File: config.mk
export PLATFORM = sky130hd
export DESIGN_NAME = capcmp_unit
export DESIGN_NICKNAME = d
export VERILOG_FILES = /design/src/rtl/capcmp_pkg.sv /design/src/rtl/capcmp_capture.sv /design/src/rtl/capcmp_compare.sv /design/src/rtl/capcmp_pwm.sv /design/src/rtl/capcmp_unit.sv
export SDC_FILE = /design/constraint.sdc
export NUM_CORES = 1
export LEC_CHECK = 0
export ABC_AREA = 1
export BUFFER_PORTS_ARGS = -buffer_cell sky130_fd_sc_hd__buf_4
export CAP_MARGIN = 5
export CORE_ASPECT_RATIO = 2
export CORE_UTILIZATION = 40
export CTS_BUF_LIST = sky130_fd_sc_hd__clkbuf_8 sky130_fd_sc_hd__clkbuf_16
export DETAILED_ROUTE_END_ITERATION = 10
export PLACE_DENSITY_LB_ADDON = 0.15
export SYNTH_ARGS = -nofsm -noshare
export SYNTH_HDL_FRONTEND = slang
export SYNTH_SLANG_ARGS = --single-unit
File: constraint.sdc
create_clock -name clk_i -period 3.43 [get_ports clk_i]
set_input_delay 0.1715 -clock clk_i [delete_from_list [all_inputs] [get_ports clk_i]]
set_output_delay 0.1715 -clock clk_i [all_outputs]
set_load 0.02 [all_outputs]
File: src/rtl/capcmp_pkg.sv
package capcmp_pkg;

    typedef enum logic [1:0] {
        FN_OFF = 2'd0,
        FN_CAP = 2'd1,
        FN_CMP = 2'd2,
        FN_PWM = 2'd3
    } func_e;

    // PWM pin arrangement codes
    localparam logic [1:0] ARR_SINGLE = 2'b00;
    localparam logic [1:0] ARR_FWD    = 2'b01;
    localparam logic [1:0] ARR_HALF   = 2'b10;
    localparam logic [1:0] ARR_REV    = 2'b11;

    function automatic func_e decode_func(input logic [3:0] m);
        func_e f;
        casez (m)
            4'b0010: f = FN_CMP;
            4'b01??: f = FN_CAP;
            4'b10??: f = FN_CMP;
            4'b11??: f = FN_PWM;
            default: f = FN_OFF;
        endcase
        return f;
    endfunction

endpackage

File: src/rtl/capcmp_capture.sv
module capcmp_capture #(
    parameter int TMR_W  = 16,
    parameter int PS_MID = 4,
    parameter int PS_MAX = 16
) (
    input  logic             clk_i,
    input  logic             rst_ni,
    input  logic             active_i,
    input  logic             restart_i,
    input  logic [1:0]       sel_i,
    input  logic             pin_i,
    input  logic [TMR_W-1:0] tmr_i,
    output logic [TMR_W-1:0] cap_o,
    output logic             evt_o
);
    localparam int CNT_W = $clog2(PS_MAX);

    typedef struct packed {
        logic             prev;
        logic [CNT_W-1:0] cnt;
        logic [TMR_W-1:0] cap;
        logic             evt;
    } cap_state_t;

    cap_state_t st_d, st_q;
    logic [CNT_W-1:0] last;
    logic             hit;

    always_comb begin
        case (sel_i)
            2'b10:   last = CNT_W'(PS_MID - 1);
            2'b11:   last = CNT_W'(PS_MAX - 1);
            default: last = '0;
        endcase
        hit = (sel_i == 2'b00) ? (st_q.prev & ~pin_i) : (~st_q.prev & pin_i);

        st_d      = st_q;
        st_d.prev = pin_i;
        st_d.evt  = 1'b0;
        if (!active_i || restart_i) begin
            st_d.cnt = '0;
        end else if (hit) begin
            if (st_q.cnt == last) begin
                st_d.cnt = '0;
                st_d.cap = tmr_i;
                st_d.evt = 1'b1;
            end else begin
                st_d.cnt = st_q.cnt + 1'b1;
            end
        end
    end

    always_ff @(posedge clk_i) begin
        if (!rst_ni) st_q <= '0;
        else         st_q <= st_d;
    end

    assign cap_o = st_q.cap;
    assign evt_o = st_q.evt;
endmodule

File: src/rtl/capcmp_compare.sv
module capcmp_compare #(
    parameter int TMR_W = 16
) (
    input  logic             clk_i,
    input  logic             rst_ni,
    input  logic             active_i,
    input  logic             restart_i,
    input  logic [3:0]       mode_i,
    input  logic [TMR_W-1:0] tmr_i,
    input  logic [TMR_W-1:0] ref_i,
    output logic             pin_o,
    output logic             evt_o,
    output logic             trig_o
);
    typedef struct packed {
        logic mq;
        logic pin;
        logic evt;
        logic trig;
    } cmp_state_t;

    cmp_state_t st_d, st_q;
    logic       match;

    always_comb begin
        match     = (tmr_i == ref_i);
        st_d      = st_q;
        st_d.mq   = match;
        st_d.evt  = 1'b0;
        st_d.trig = 1'b0;
        if (!active_i) begin
            st_d.pin = 1'b0;
        end else if (restart_i) begin
            st_d.pin = (mode_i == 4'b1001);
        end else if (match && !st_q.mq) begin
            st_d.evt = 1'b1;
            case (mode_i)
                4'b0010: st_d.pin  = ~st_q.pin;
                4'b1000: st_d.pin  = 1'b1;
                4'b1001: st_d.pin  = 1'b0;
                4'b1011: st_d.trig = 1'b1;
                default: ;
            endcase
        end
    end

    always_ff @(posedge clk_i) begin
        if (!rst_ni) st_q <= '0;
        else         st_q <= st_d;
    end

    assign pin_o  = st_q.pin;
    assign evt_o  = st_q.evt;
    assign trig_o = st_q.trig;
endmodule

File: src/rtl/capcmp_pwm.sv
module capcmp_pwm
    import capcmp_pkg::*;
#(
    parameter int DHI_W = 8,
    parameter int DLO_W = 2,
    parameter int DB_W  = 4
) (
    input  logic                   clk_i,
    input  logic                   rst_ni,
    input  logic                   active_i,
    input  logic                   pol_ac_i,
    input  logic                   pol_bd_i,
    input  logic [1:0]             arr_i,
    input  logic [DHI_W+DLO_W-1:0] cnt_i,
    input  logic                   period_i,
    input  logic [DHI_W-1:0]       duty_hi_i,
    input  logic [DLO_W-1:0]       duty_lo_i,
    input  logic [DB_W-1:0]        dead_i,
    output logic [3:0]             pins_o
);
    localparam int DUTY_W = DHI_W + DLO_W;

    typedef struct packed {
        logic [DUTY_W-1:0] duty;
        logic              last_raw;
        logic [DB_W-1:0]   dbc;
        logic [3:0]        act;
    } pwm_state_t;

    pwm_state_t st_d, st_q;
    logic       raw;
    logic [3:0] en;
    logic [3:0] pol;

    always_comb begin
        raw           = (cnt_i < st_q.duty);
        st_d          = st_q;
        st_d.last_raw = raw;
        st_d.dbc      = '0;
        if (period_i) st_d.duty = {duty_hi_i, duty_lo_i};

        case (arr_i)
            ARR_SINGLE: st_d.act = {3'b000, raw};
            ARR_FWD:    st_d.act = {raw, 1'b0, 1'b0, 1'b1};
            ARR_REV:    st_d.act = {1'b0, 1'b1, raw, 1'b0};
            default: begin
                if (raw != st_q.last_raw) begin
                    if (dead_i == '0) begin
                        st_d.act = {2'b00, ~raw, raw};
                    end else begin
                        st_d.act = 4'b0000;
                        st_d.dbc = dead_i;
                    end
                end else if (st_q.dbc > DB_W'(1)) begin
                    st_d.act = 4'b0000;
                    st_d.dbc = st_q.dbc - 1'b1;
                end else begin
                    st_d.act = {2'b00, ~raw, raw};
                end
            end
        endcase

        if (!active_i) st_d = '0;
    end

    always_ff @(posedge clk_i) begin
        if (!rst_ni) st_q <= '0;
        else         st_q <= st_d;
    end

    always_comb begin
        case (arr_i)
            ARR_SINGLE: en = 4'b0001;
            ARR_HALF:   en = 4'b0011;
            default:    en = 4'b1111;
        endcase
        pol    = {pol_bd_i, pol_ac_i, pol_bd_i, pol_ac_i};
        pins_o = (st_q.act ^ pol) & en;
    end
endmodule

File: src/rtl/capcmp_unit.sv
module capcmp_unit
    import capcmp_pkg::*;
#(
    parameter int TMR_W  = 16,
    parameter int DHI_W  = 8,
    parameter int DLO_W  = 2,
    parameter int DB_W   = 4,
    parameter int PS_MID = 4,
    parameter int PS_MAX = 16
) (
    input  logic                   clk_i,
    input  logic                   rst_ni,
    input  logic [3:0]             mode_i,
    input  logic [1:0]             arr_i,
    input  logic [TMR_W-1:0]       tmr_i,
    input  logic [TMR_W-1:0]       ref_i,
    input  logic                   cap_pin_i,
    input  logic [DHI_W+DLO_W-1:0] pwm_cnt_i,
    input  logic                   period_i,
    input  logic [DHI_W-1:0]       duty_hi_i,
    input  logic [DLO_W-1:0]       duty_lo_i,
    input  logic [DB_W-1:0]        dead_i,
    output logic [3:0]             pin_o,
    output logic [TMR_W-1:0]       cap_val_o,
    output logic                   irq_o,
    output logic                   tmr_rst_o,
    output logic                   adc_start_o
);
    typedef struct packed {
        logic [3:0] mode;
    } top_state_t;

    top_state_t st_d, st_q;
    func_e      fn;
    logic       restart;
    logic       cap_evt, cmp_evt, cmp_trig, cmp_pin;
    logic [3:0] pwm_pins;

    always_comb begin
        fn        = decode_func(mode_i);
        restart   = (mode_i != st_q.mode);
        st_d.mode = mode_i;
    end

    always_ff @(posedge clk_i) begin
        if (!rst_ni) st_q <= '0;
        else         st_q <= st_d;
    end

    capcmp_capture #(.TMR_W(TMR_W), .PS_MID(PS_MID), .PS_MAX(PS_MAX)) u_cap (
        .clk_i     (clk_i),
        .rst_ni    (rst_ni),
        .active_i  (fn == FN_CAP),
        .restart_i (restart),
        .sel_i     (mode_i[1:0]),
        .pin_i     (cap_pin_i),
        .tmr_i     (tmr_i),
        .cap_o     (cap_val_o),
        .evt_o     (cap_evt)
    );

    capcmp_compare #(.TMR_W(TMR_W)) u_cmp (
        .clk_i     (clk_i),
        .rst_ni    (rst_ni),
        .active_i  (fn == FN_CMP),
        .restart_i (restart),
        .mode_i    (mode_i),
        .tmr_i     (tmr_i),
        .ref_i     (ref_i),
        .pin_o     (cmp_pin),
        .evt_o     (cmp_evt),
        .trig_o    (cmp_trig)
    );

    capcmp_pwm #(.DHI_W(DHI_W), .DLO_W(DLO_W), .DB_W(DB_W)) u_pwm (
        .clk_i     (clk_i),
        .rst_ni    (rst_ni),
        .active_i  (fn == FN_PWM),
        .pol_ac_i  (mode_i[1]),
        .pol_bd_i  (mode_i[0]),
        .arr_i     (arr_i),
        .cnt_i     (pwm_cnt_i),
        .period_i  (period_i),
        .duty_hi_i (duty_hi_i),
        .duty_lo_i (duty_lo_i),
        .dead_i    (dead_i),
        .pins_o    (pwm_pins)
    );

    always_comb begin
        case (fn)
            FN_CMP: begin
                pin_o = 4'b0000;
                if (mode_i == 4'b0010 || mode_i == 4'b1000 || mode_i == 4'b1001)
                    pin_o[0] = cmp_pin;
            end
            FN_PWM:  pin_o = pwm_pins;
            default: pin_o = 4'b0000;
        endcase
        irq_o       = cap_evt | cmp_evt;
        tmr_rst_o   = cmp_trig;
        adc_start_o = cmp_trig;
    end
endmodule

Yosys cells after proc, flatten, opt, wreduce, memory -nomap -nowiden. Cells that the tools add are included.

Equal/unequal tests: 19. Multiplexer cells: 18. Bitwise logic cells: 15. $add $sub $neg: 2. Reduce and logical (&&, ||, !) cells: 21. $lt $le $gt $ge: 2.

Operators by type and width (number): 4-bit case mux with 2 select lines (3); 16-bit == test (1); 2-bit == test, second input constant (8); 4-bit == test, second input constant (3); 4-bit 2-to-1 mux (3); 4-bit case mux with 3 select lines (1); 10-bit less-than comparator (1); 1-bit NOT (10); 8-bit 2-to-1 mux (1); 2-bit by 1-bit == test with 1-bit output, second input constant (3); 2-bit case mux with 3 select lines (1); 2-bit AND reduction (3); 3-bit OR reduction (2); 1-bit 2-to-1 mux (5); 5-bit OR reduction (1); 4-bit by 1-bit adder with 4-bit output, second input constant (1); 4-bit bitwise AND (1); 4-bit by 2-bit == test with 1-bit output, second input constant (1); 4-bit == test (1); 4-bit by 1-bit greater-than comparator with 1-bit output, second input constant (1); 2-bit zero test (2); 4-bit zero test (1); 2-bit 2-to-1 mux (2); 4-bit != test (1); 15 further kinds (20).

Bits in registers: 49. Word-level logic and storage cells: 90. Input port bits: 66. Output and inout port bits: 23.

Logic depth before layout (Yosys ltp). Gate-level depths: netlist of the first run.

Depth after elaboration: 8. Mapped depth: 12. Gate-level depth less buffers: 12.

By module. A second synthesis of the first run with hierarchy kept.

Cells, all modules: 492. Area, all modules: 3199.3 um2.

Modules (own cells, without submodules): capcmp_pwm (times used 1, cells an instance 165, sequential area each 380.4 um2, area an instance 1244.9 um2); capcmp_capture (times used 1, cells an instance 171, sequential area each 440.4 um2, area an instance 1149.9 um2); capcmp_compare (times used 1, cells an instance 107, sequential area each 80.1 um2, area an instance 528.0 um2); capcmp_unit (times used 1, cells an instance 49, sequential area each 80.1 um2, area an instance 276.5 um2).

Least setup slack after synthesis of the first run. No wires, ideal clock.

Kind: register to register. From: register u_pwm.st_q[18] (netlist name). To: register u_pwm.st_q[4] (netlist name). Path buffers: 0. Arrival: 1589 ps. Required time: 3316 ps. Setup slack: 1727 ps. Library setup time: 114 ps. Period minus slack after synthesis: 1703 ps. Stages on the path, launching flop included: 10. Path through: dfxtp_1 inv_1 ha_1 a21oi_1 o21a_1 nand3_1 xnor2_1 nand2_1 nand2_1 nor2_1.

Cells in the longest elaborated chain, start to end: 3.

Ends and longest elaborated chain: start, declared (line capcmp_pwm.sv:30) `pwm_state_t st_d, st_q;`; start signal, assigned (line capcmp_pwm.sv:68) `else st_q <= st_d;`; 10-bit less-than comparator (line capcmp_pwm.sv:36) `raw = (cnt_i < st_q.duty);`; 1-bit != test (line capcmp_pwm.sv:47) `if (raw != st_q.last_raw) begin`; 8-bit 2-to-1 mux (line capcmp_pwm.sv:47).

No other way between the ends. A chain may end at the register's enable or synchronous reset.

Worst setup path after layout of the first run.
From: register u_pwm.st_q[18] (netlist name). To: register u_pwm.st_q[5] (netlist name).

Same word-level chain as after synthesis.

==> results_dict.tcl, run 1 <==
set metrics [dict create \
    grt_start_max_net_pins 26 \
    worstPathRequired_ps 3620 \
    cp.arrival_ps 2170 \
    cp-startpoint "u_pwm.st_q[18]" \
    drive_above_1_share_pct 21.7 \
    clk_pin_slew_worst_paths_ps 60 \
    vdd_drop_max_v 0.000376 \
    synthArstFlopShare_pct 0 \
    die_x_microns 61.7 \
    rsz0062_at_grt "false" \
    relSlewSlack_pct 60.5 \
    timing.fmax_mhz 503 \
    synth_area_per_cell_sq_um 6.61 \
    dp_hpwl_mm 4.98 \
    port_buffers 88 \
    path_depth 9 \
    rrSetupSlack_ps 1440 \
    antenna_found_initial 0 \
    swShare_pct 25.2 \
    ys_seq_area_share_pct 34.4 \
    min_period_ps 1990 \
    postPlaceCellArea_sq_um 3450 \
    die_h_microns 121 \
    cts_buffer_depth 2 \
    yosysWarningCount 0 \
    grt_pass1_vias 2451 \
    synthTopCellsByCount "nand2_1, inv_1, nor2_1, dfxtp_1, a21oi_1" \
    hold_path_depth 3 \
    synth_cells 432 \
    p_total_w 0.00126 \
    cts_resized 0 \
    fin_skew_ps 2.51 \
    ys_dominant_reg_cell "dfxtp_1" \
    synth-edff-count 0 \
    antennaDiodeCount 0 \
    nets 580 \
    cp_max_fo 8 \
    cts_setup_buffers 0 \
    io_pins 89 \
    grt_pass1_wl_mm 9.64 \
    tns_ps 0 \
    cpMaxStageDelayCell "xnor2_1" \
    dr.pass1.iters 6 \
    r2r_cells 9 \
    drt-initial-drc-count 69 \
    p_leak_nw 1.80 \
    regArea_sq_um 981 \
    min_path_type "input pin to register" \
    synth.most_common_cell "nand2_1" \
    crit_top_cell "nand2_1" \
    final_hold_viol_count 0 \
    timing.rr.start "u_pwm.st_q[18]" \
    nFillCells 720 \
    clock_latency_ps 290 \
    max_stage_delay_ps 520 \
    slew_viol_final 0 \
    grt_remaining_overflow 0 \
    p_switching_w 0.000317 \
    multi_input_area_sq_um 1420 \
    crit_family "XOR/XNOR gates" \
    yosysTopAreaCell "dfxtp_1" \
    cp-endpoint "u_pwm.st_q[5]" \
    clock-sinks 49 \
    drc_errors 0 \
    fin_area_sq_um 3590 \
    ctsHoldBuffers 0 \
    status "finished clean" \
    routabilityCongestion 0.863 \
    cts_tree "yes" \
    syn_to_final_growth_pct 25.7 \
    p_clk_share_pct 38.1 \
    pwr-share-seq_pct 46.2 \
    finish.utilization_pct 51.7 \
    vias_per_cell 4.53 \
    reg2reg_to "u_pwm.st_q[5]" \
    htree_levels 2 \
    wire_per_inst_microns 10.3 \
    power.internal_w 0.000940 \
    path_class "register to register" \
    rows 43 \
    worst_pin_slew_ps 588 \
    root_buffer "clkbuf_16" \
    cp_num_buf_inv 1 \
    end_kind "register" \
    synth_top_cell_area_share_pct 34.4 \
    core_sq_um 6940 \
    setup_viol 0 \
    synth_area_leaders "dfxtp_1, nand2_1, inv_1, nor2_1, ha_1" \
    p_comb_share_pct 15.7 \
    fin_crit_sh_pct 57.9 \
    start_util_pct 41.1 \
    synth_area_sq_um 2860 \
    grt_usage_pct 17.3 \
    crit_path_cell_trace "inv_1 -> ha_1 -> a21oi_1 -> o21a_1 -> nand3_1 -> xnor2_1 -> nand2_1 -> nand2_1 -> nor2_1" \
    maxCapViolCount 0 \
    critPathLaunchType "register" \
    post_synth_num_cell_types 30 \
    power-per-cell-area_nw_per_um2 350 \
    ant_nets 0 \
    die-area_sq_um 7500 \
    ys_ff_latch 49 \
    vias 2689 \
    synthesis.nets 510 \
    finalWirelength_mm 6.09 \
    numCtsBuffers 5 \
]
metrics by stage:
stage                     hold slack, ps  worst slack, ps  cells
after global placement               360             1500    585
after CTS                           62.1             1440    593
after global routing                65.9             1130    593
after floorplan                      249             1730    432
final                               68.4             1440    593
after detailed placement             364             1450    585
cell type report:
type / instances / area share (%)
Clock inverter: 3 / 0.488
Tap cell: 90 / 3.14
Sequential cell: 49 / 27.3
Timing Repair Buffer: 88 / 18.4
Multi-Input combinational cell: 285 / 39.5
Clock buffer: 5 / 3.49
Inverter: 73 / 7.70
state kept, by name, indices dropped and copies added, names as in the netlist:
register,cells
st_q,4
u_cap.cap_o,16
u_cap.evt_o,1
u_cap.st_q,5
u_cmp.evt_o,1
u_cmp.pin_o,1
u_cmp.st_q,1
u_cmp.trig_o,1
u_pwm.st_q,19
power by group through the flow:
stage | clock (W) | combinational [W] | sequential, W
after detailed placement | 0 | 0.000200 | 0.000594
final | 0.000478 | 0.000198 | 0.000581
after floorplan | 0 | 0.000108 | 0.000593
after global placement | 0 | 0.000196 | 0.000593
after CTS | 0.000496 | 0.000201 | 0.000581
after global routing | 0.000516 | 0.000226 | 0.000581
cells by family (layout without fill, tap and decap cells):
group | after synthesis | in the layout | share of synthesized area, %
AOI/OAI and AO/OA | 60 | 60 | 11.4
xor gates and xnor gates | 17 | 17 | 5.21
adders and majority gates | 12 | 12 | 5.26
buffers and inverters | 98 | 169 | 16.0
DFF | 49 | 49 | 34.4
and+or+nand+nor | 196 | 196 | 27.8
how the worst min path moves through the flow:
stage	start	end	slack (ps)
global placement	cap_pin_i	u_cap.st_q[21]	360
CTS	cap_pin_i	u_cap.st_q[21]	60
detailed placement	cap_pin_i	u_cap.st_q[21]	360
floorplan	arr_i[1]	u_pwm.st_q[3]	250
finish	cap_pin_i	u_cap.st_q[21]	70
global route	arr_i[1]	u_pwm.st_q[3]	70
cells in the final DEF, fill, tap and decap left out:
master	n
clkinv_1	1
inv_1	70
nor2_1	67
ha_1	12
or2_2	2
nor3_1	7
buf_4	88
or2_1	1
dfxtp_1	49
clkinv_2	2
o21ai_1	6
clkbuf_16	5
nor3_2	1
xnor2_1	13
a21oi_2	5
inv_2	1
o21a_1	1
a21oi_1	27
nor4_1	1
xor2_1	4
clkinvlp_4	1
nand2_1	105
nor2_4	1
a211oi_1	1
nand2_2	1
nand4_1	3
o21ai_0	20
nand3_1	6
inv_4	1
nand2_4	1
tightest hold or removal path, delay by kind of cell:
family | cells | cell delay, ps
buf+inv | 2 | 120
simple gates | 1 | 40
layer usage:
layer	global-route usage, %	up-vias	part of all wire [%]	wire length, microns
met5	0	-	0	0
met4	7.22	0	1.9	117
met3	4.05	8	4.6	282
met2	35.0	70	58	3530
met1	14.2	1174	36	2170
li1	-	1437	-	-
Power figures use the tool's default switching activity.
==> run 2, diff against run 1 <==
- clock period: 3.43 -> 1.9 ns (I/O delays scaled with it)
==> run 2 against run 1 <==
Against the previous run: clock-buffer cell count grew 1; first-iteration DRC count is 10% lower; non-clock buffer count grew 4; routed wire length is 0.67% lower; fmax increased by 17%; power rose by 85%; core utilization increased by 0.94 points; final area increased by 1.8%; clock skew rose by 4.8 ps; largest cell class unchanged.
==> results_dict.tcl, run 2 (synthesis gave the netlist of run 1 again) <==
set metrics [dict create \
    status "finished clean" \
    htree_levels 2 \
    worstPathRequired_ps 2090 \
    clock_latency_ps 290 \
    r2r_cells 10 \
    vias_per_cell 4.45 \
    antennaDiodeCount 0 \
    wire_per_inst_microns 10.1 \
    grt_pass1_vias 2415 \
    end_kind "register" \
    cp-startpoint "u_pwm.st_q[18]" \
    fin_skew_ps 7.30 \
    largest_register "u_pwm.st_q" \
    cp-endpoint "u_pwm.st_q[7]" \
    die_x_microns 61.7 \
    rsz0062_at_grt "false" \
    numCtsBuffers 5 \
    root_buffer "clkbuf_16" \
    power-per-cell-area_nw_per_um2 637 \
    die_h_microns 121 \
    final_common_cell "nand2_1" \
    die-area_sq_um 7500 \
    worst_pin_slew_ps 366 \
    finalWirelength_mm 6.05 \
    port_buffers 88 \
    timing.rr.start "u_pwm.st_q[18]" \
    antenna_found_initial 0 \
    cts_tree "yes" \
    ant_nets 0 \
    clk_pin_slew_worst_paths_ps 70 \
    slew_viol_final 0 \
    timing.fmax_mhz 589 \
    mostFrequentLayoutCells "nand2_1, buf_4, inv_1" \
    tns_ps 0 \
    cp.arrival_ps 1890 \
    rrSetupSlack_ps 200 \
    fin_crit_sh_pct 89.4 \
    grt_start_max_net_pins 26 \
    io_pins 89 \
    cts_buffer_depth 2 \
    dr.pass1.iters 4 \
    postPlaceCellArea_sq_um 3460 \
    min_period_ps 1700 \
    dp_hpwl_mm 4.92 \
    syn_to_final_growth_pct 28.0 \
    vias 2659 \
    clock-sinks 49 \
    nets 584 \
    finish.utilization_pct 52.7 \
    min_path_type "input pin to register" \
    drc_errors 0 \
    vdd_drop_max_v 0.000560 \
    rows 43 \
    drive_above_1_share_pct 22.3 \
    cp_max_fo 8 \
    critPathLaunchType "register" \
    largest_register_ffs 19 \
    drt-initial-drc-count 62 \
    relSlewSlack_pct 75.3 \
    fin_area_sq_um 3650 \
    grt_remaining_overflow 0 \
    final_hold_viol_count 0 \
    routabilityCongestion 0.825 \
    core_sq_um 6940 \
    start_util_pct 41.1 \
    grt_pass1_wl_mm 9.65 \
    grt_usage_pct 17.3 \
    reg2reg_to "u_pwm.st_q[7]" \
    maxCapViolCount 0 \
    path_class "register to register" \
    setup_viol 0 \
    p_leak_nw 1.83 \
]
[run 2: area by class of cell]
type	instances	area (sq um)
Multi-Input combinational cell	285	1440
Tap cell	90	113
Sequential cell	49	981
Timing Repair Buffer	92	696
Clock inverter	2	13.8
Clock buffer	6	139
Inverter	73	277
Fill cell	704	3290
[run 2: how the worst min path moves through the flow]
stage              start        endpoint  cells past startpoint
4_1_cts        mode_i[2]         st_q[2]                      3
2_1_floorplan   arr_i[1]   u_pwm.st_q[3]                      1
6_report       mode_i[2]         st_q[2]                      3
5_1_grt        mode_i[3]         st_q[3]                      3
3_3_place_gp   cap_pin_i  u_cap.st_q[21]                      3
3_5_place_dp   cap_pin_i  u_cap.st_q[21]                      3
[run 2: timing repair]
action | in CTS | in global routing
setup buffers | 0 | 0
resized for setup | 0 | 3
hold endpoints to repair | 2 | 0
hold buffers | 2 | 0
setup endpoints to repair | 0 | 4
[run 2: where the power goes]
part | switching [W] | internal [W] | total, W | leakage, nW
Clock | 0.000388 | 0.000524 | 0.000911 | 0.0768
Sequential | 0.00000701 | 0.00104 | 0.00105 | 0.397
Combinational | 0.000186 | 0.000183 | 0.000369 | 1.36
[run 2: per-stage QoR]
step           cells  total power, W  worst slack [ps]  hold slack, ps
2_1_floorplan    432         0.00127               197             173
3_3_place_gp     587         0.00143               199             283
3_5_place_dp     587         0.00144               161             291
4_1_cts          597         0.00235               144            39.6
5_1_grt          597         0.00244              2.89            47.3
6_report         597         0.00233               201            41.8
[run 2: critical path, cell delays in order (launching register included)]
cell	delay (ps)
dfxtp_1	330
inv_1	40
ha_1	280
a21oi_1	160
o21a_1	190
nand3_4	120
xnor2_2	170
buf_4	160
nand2_1	50
nand2_1	50
nor2_1	40
[run 2: routing by layer]
layer	track usage (%)	wire, microns
met1	14.8	2200
met2	34.3	3420
met3	3.94	288
met4	7.78	152
met5	0	0
